--- config.mk ---
export PLATFORM = sky130hd
export DESIGN_NAME = pwm_gate_ctrl
export DESIGN_NICKNAME = d
export VERILOG_FILES = /design/src/rtl/pwm_gate_pkg.sv /design/src/rtl/pwm_fall_detect.sv /design/src/rtl/pwm_gap_timer.sv /design/src/rtl/pwm_gate_fsm.sv /design/src/rtl/pwm_gate_ctrl.sv
export SDC_FILE = /design/constraint.sdc
export NUM_CORES = 1
export LEC_CHECK = 0
export ABC_CLOCK_PERIOD_IN_PS = 1700
export BUFFER_PORTS_ARGS = -buffer_cell sky130_fd_sc_hd__buf_4
export CAP_MARGIN = 20
export CORE_MARGIN = 5
export CORE_UTILIZATION = 31
export CTS_BUF_LIST = sky130_fd_sc_hd__clkbuf_8
export CTS_CLUSTER_DIAMETER = 60
export DETAILED_ROUTE_END_ITERATION = 10
export PLACE_DENSITY = 0.5
export SLEW_MARGIN = 40
export SYNTH_ARGS = -nofsm -noshare
export SYNTH_HDL_FRONTEND = slang
export SYNTH_SLANG_ARGS = --single-unit
--- constraint.sdc ---
create_clock -name clk -period 1.7 [get_ports clk]
set_clock_uncertainty 0.1 [all_clocks]
set_input_delay 0.34 -clock clk [delete_from_list [all_inputs] [get_ports clk]]
set_output_delay 0.34 -clock clk [all_outputs]
set_load 0.02 [all_outputs]
--- src/rtl/pwm_gate_pkg.sv ---
package pwm_gate_pkg;
    typedef enum logic [2:0] {
        ST_IDLE    = 3'd0,
        ST_GAP_ON  = 3'd1,
        ST_HIGH    = 3'd2,
        ST_GAP_OFF = 3'd3,
        ST_LOW     = 3'd4
    } gate_state_t;
endpackage

--- src/rtl/pwm_fall_detect.sv ---
module pwm_fall_detect (
    input  logic clk,
    input  logic rst_n,
    input  logic pulse_in,
    output logic fall
);
    logic prev_q;

    always_ff @(posedge clk) begin
        if (!rst_n) prev_q <= 1'b0;
        else        prev_q <= pulse_in;
    end

    // high on the previous edge, low now
    assign fall = prev_q & ~pulse_in;
endmodule

--- src/rtl/pwm_gap_timer.sv ---
module pwm_gap_timer #(
    parameter int DT_W = 4
) (
    input  logic            clk,
    input  logic            rst_n,
    input  logic            load,
    input  logic [DT_W-1:0] length,
    output logic            done
);
    logic [DT_W-1:0] cnt_q;

    always_ff @(posedge clk) begin
        if (!rst_n)             cnt_q <= '0;
        else if (load)          cnt_q <= length;
        else if (cnt_q != '0)   cnt_q <= cnt_q - 1'b1;
    end

    assign done = (cnt_q == '0);
endmodule

--- src/rtl/pwm_gate_fsm.sv ---
module pwm_gate_fsm
    import pwm_gate_pkg::*;
(
    input  logic clk,
    input  logic rst_n,
    input  logic set_req,
    input  logic trip,
    input  logic gap_done,
    output logic gap_load,
    output logic hs_en,
    output logic ls_en,
    output logic rdis_en
);
    gate_state_t state_q, state_d;

    always_ff @(posedge clk) begin
        if (!rst_n) state_q <= ST_IDLE;
        else        state_q <= state_d;
    end

    always_comb begin
        state_d = state_q;
        unique case (state_q)
            ST_IDLE:    if (set_req) state_d = ST_GAP_ON;
            ST_GAP_ON: begin
                if (trip)          state_d = ST_GAP_OFF;
                else if (gap_done) state_d = ST_HIGH;
            end
            ST_HIGH:    if (trip) state_d = ST_GAP_OFF;
            ST_GAP_OFF: begin
                if (set_req)       state_d = ST_GAP_ON;
                else if (gap_done) state_d = ST_LOW;
            end
            ST_LOW:     if (set_req) state_d = ST_GAP_ON;
            default:    state_d = ST_IDLE;
        endcase
    end

    assign gap_load = (state_d != state_q) &&
                      ((state_d == ST_GAP_ON) || (state_d == ST_GAP_OFF));

    always_comb begin
        hs_en   = 1'b0;
        ls_en   = 1'b0;
        rdis_en = 1'b1;
        unique case (state_q)
            ST_IDLE:    ;
            ST_GAP_ON:  rdis_en = 1'b0;
            ST_HIGH: begin
                hs_en   = 1'b1;
                rdis_en = 1'b0;
            end
            ST_GAP_OFF: ;
            ST_LOW:     ls_en = 1'b1;
            default:    ;
        endcase
    end
endmodule

--- src/rtl/pwm_gate_ctrl.sv ---
module pwm_gate_ctrl #(
    parameter int DT_W = 4
) (
    input  logic            clk,
    input  logic            rst_n,
    input  logic            phase_clk,
    input  logic            trip,
    input  logic [DT_W-1:0] dead_cycles,
    output logic            hs_en,
    output logic            ls_en,
    output logic            rdis_en
);
    logic fall;
    logic set_req;
    logic gap_load;
    logic gap_done;

    pwm_fall_detect u_fall (
        .clk      (clk),
        .rst_n    (rst_n),
        .pulse_in (phase_clk),
        .fall     (fall)
    );

    // reset-dominant: a trip masks the set
    assign set_req = fall & ~trip;

    pwm_gap_timer #(.DT_W(DT_W)) u_gap (
        .clk    (clk),
        .rst_n  (rst_n),
        .load   (gap_load),
        .length (dead_cycles),
        .done   (gap_done)
    );

    pwm_gate_fsm u_fsm (
        .clk      (clk),
        .rst_n    (rst_n),
        .set_req  (set_req),
        .trip     (trip),
        .gap_done (gap_done),
        .gap_load (gap_load),
        .hs_en    (hs_en),
        .ls_en    (ls_en),
        .rdis_en  (rdis_en)
    );
endmodule

==> key figures <==
Global route
  – Vias in the first global route: 430
  – GR peak layer: met2
  – Met1 Use GR: 11.59%
  – Largest net degree at the start of global routing: 9
  – Met2 Resource Use GR: 12.76%
  – Tot GR Track Use: 9.036%
  – First-pass GRT wire length: 1759 um
  – Grt ovf: 0
  – Met3 Resource Use GR: 5.325%
  – Initial antenna violation count: 0

Pwr
  – P_leak: 0.2740 nW
  – Power Total: 0.8273 mW
  – Logic pwr share: 40.8%
  – Maximum vdd drop: 0.0007195 V
  – Psw: 0.2656 mW
  – P_int: 0.5616 mW
  – Clock Power Share: 26.9%
  – Sw frac: 32.11%
  – Seq pwr share: 32.3%
  – Pwr Density: 1289 mW/mm^2

Yosys
  – Synth Cell Area: 504.2 sq um
  – Ys flop type: dfxtp_1
  – Mapped Nets: 69
  – Async SR Flop Fraction: 0%
  – Synthesis Warnings: 0
  – Seq cells post-synth: 8
  – Yosys cell types: 28
  – Seq/Total Area, Yosys: 31.76%
  – Syn Inst Count: 60
  – Post-synth EDFFs: 0
  – Post-Syn Area per Cell: 8.404 sq um

Timing
  – Fmax: 632.0 MHz
  – RSZ-0062 raised after global routing: no
  – Final Hold Viols: 0
  – Worst slew pin tran: 0.3582 ns
  – Slew Limit Fails: 0
  – Max transition margin: 76.07%
  – Endpoints failing setup: 0
  – Tcrit/Tclk final: 93.08%
  – Total negative setup slack: 0 ns
  – Minimum clock period: 1.582 ns

Placement
  – Area post-placement: 598.1 sq um
  – DP Cell Count: 86
  – GPL Wtd Cong: 0.7798
  – I/O Buffers: 10
  – HPWL after DPL: 783.6 um

Clocking
  – CTS Root Cell: clkbuf_8
  – Worst skew pair latency: 0.22 ns
  – H-tree Lvls: 1
  – Clk sink count: 8
  – # Post-CTS Setup Buffers: 0
  – Cts bufs inserted: 3
  – CTS tree: done
  – CTS clock-pin slew for the worst setup and hold paths: 0.04 ns
  – Clock buffer depth: 2

Worst setup path
  – Critical-path top delay cell: dfxtp_2
  – Critical path data arrival time: 1.14 ns
  – R2r worst-path depth: 7
  – Crit-path cells: nor2b_1 > and2b_2 > buf_4
  – Crit. End Element: primary output
  – Critical path fanouts, max: 8
  – Crit Path Class: flip-flop to primary output
  – Crit path largest cell delay: 0.40 ns
  – Data required time of the worst path: 1.26 ns
  – CP startpoint kind: flip-flop

Worst hold path
  – Hold WC Path Type: input pin to flip-flop
  – Hold depth: 2

Flow run
  – MaxCap Viol Count: 0

Drt
  – Via count: 445
  – DRT iter0 DRCs: 4
  – Antenna Nets Post-Route: 0
  – Initial DRT Pass Iterations: 4
  – DRC viols: 0
  – Drt via density: 5.000
  – DRT Wirelength: 998 um
  – Avg WL per Cell: 11.21 um

Run status
  – Status: finished clean

Floorplan
  – Die Y-Extent: 50.33 um
  – # IOs: 11
  – Site row count: 14
  – Die Wd: 50.33 um
  – Core Footprint: 0.001524 sq mm
  – Die area: 0.002533 sq mm
  – Starting Density: 33.09%

Cells and area
  – Most frequent cells in the layout: buf_4, nand2_1, dfxtp_1
  – Share of cells above drive strength 1: 28.77%
  – Storage cell area: 162.7 sq um
  – Fin nets: 84
  – Final instance area: 641.9 sq um
  – Fill count: 161
  – Final std cells w/o fill: 89
  – Area grow syn2layout: 27.30%
  – Antenna diodes: 0
  – Fin util: 42.12%
  – Most common cell after layout, fill and taps aside: buf_4
  – Area of the multi-input gates: 312.8 sq um
==> synthesized netlist by cell type, types with 2 or more instances <==
cell | count | share of area (%)
and2_1 | 2 | 2.5
nor3_1 | 3 | 3.0
inv_1 | 4 | 3.0
dfxtp_1 | 8 | 32
nand2_1 | 10 | 7.4
mux2i_1 | 4 | 7.9
o21ai_0 | 3 | 3.0
a311oi_1 | 2 | 3.5
a21oi_1 | 4 | 4.0
a31oi_1 | 2 | 2.5
==> worst max-delay path, delay by kind of cell (launching register included) <==
kind          cells  cell delay [ns]
buf+inv           1             0.13
flops             1             0.40
simple gates      2             0.40
==> area by class of cell <==
class,count,share of cell area [%]
clock buffer,3,6.433
multi-input combinational,46,48.73
tap,16,3.119
inverter,4,2.339
sequential,8,25.34
timing repair buffer,12,14.04
==> metal layers <==
metal | share of wire (%) | vias up | wire length (um)
met5 | 0 | - | 0
met4 | 0.60 | 0 | 6
met3 | 5.7 | 2 | 57
met2 | 44 | 13 | 439
met1 | 50 | 188 | 495
li1 | - | 242 | -
==> kinds of logic after synthesis <==
family          synth area share, %
xor+xnor                      3.475
flops                         31.76
simple gates                  29.53
compound gates                16.38
fa+ha+maj                     2.481
buf+inv                       6.201
mux                           10.17
==> metrics by stage <==
| step | setup WS (ns) | hold WS [ns] |
|---|---|---|
| floorplan | 0.2986 | 0.3562 |
| detailed placement | 0.1098 | 0.4492 |
| global placement | 0.1100 | 0.4656 |
| CTS | 0.01705 | 0.2356 |
| global route | 0.01334 | 0.2316 |
| finish | 0.1177 | 0.2421 |
==> power by group through the flow <==
stage | clock [mW] | combinational [mW] | sequential (mW)
after CTS | 0.229 | 0.343 | 0.268
after global placement | 0 | 0.338 | 0.271
after floorplan | 0 | 0.252 | 0.257
after global routing | 0.245 | 0.377 | 0.275
final | 0.222 | 0.337 | 0.268
after detailed placement | 0 | 0.340 | 0.271
==> repair_timing <==
item,4_1_cts,5_1_grt
hold buffers,0,0
resized for setup,0,2
endpoints found under the setup margin,0,3
==> sequential cells by signal (all words and copies together), names as in the netlist <==
| signal | cells |
|---|---|
| u_fall.prev_q | 1 |
| u_fsm.state_q | 3 |
| u_gap.cnt_q | 4 |
==> worst paths after layout <==
path	from	end	slack [ns]
max	u_fsm.state_q[1]	hs_en	0.12
min	phase_clk	u_fall.prev_q	0.24
min reg2reg	u_fsm.state_q[2]	u_fsm.state_q[1]	0.45
max reg2reg	u_gap.cnt_q[0]	u_fsm.state_q[1]	0.17
(Power assumes the default switching activity.)
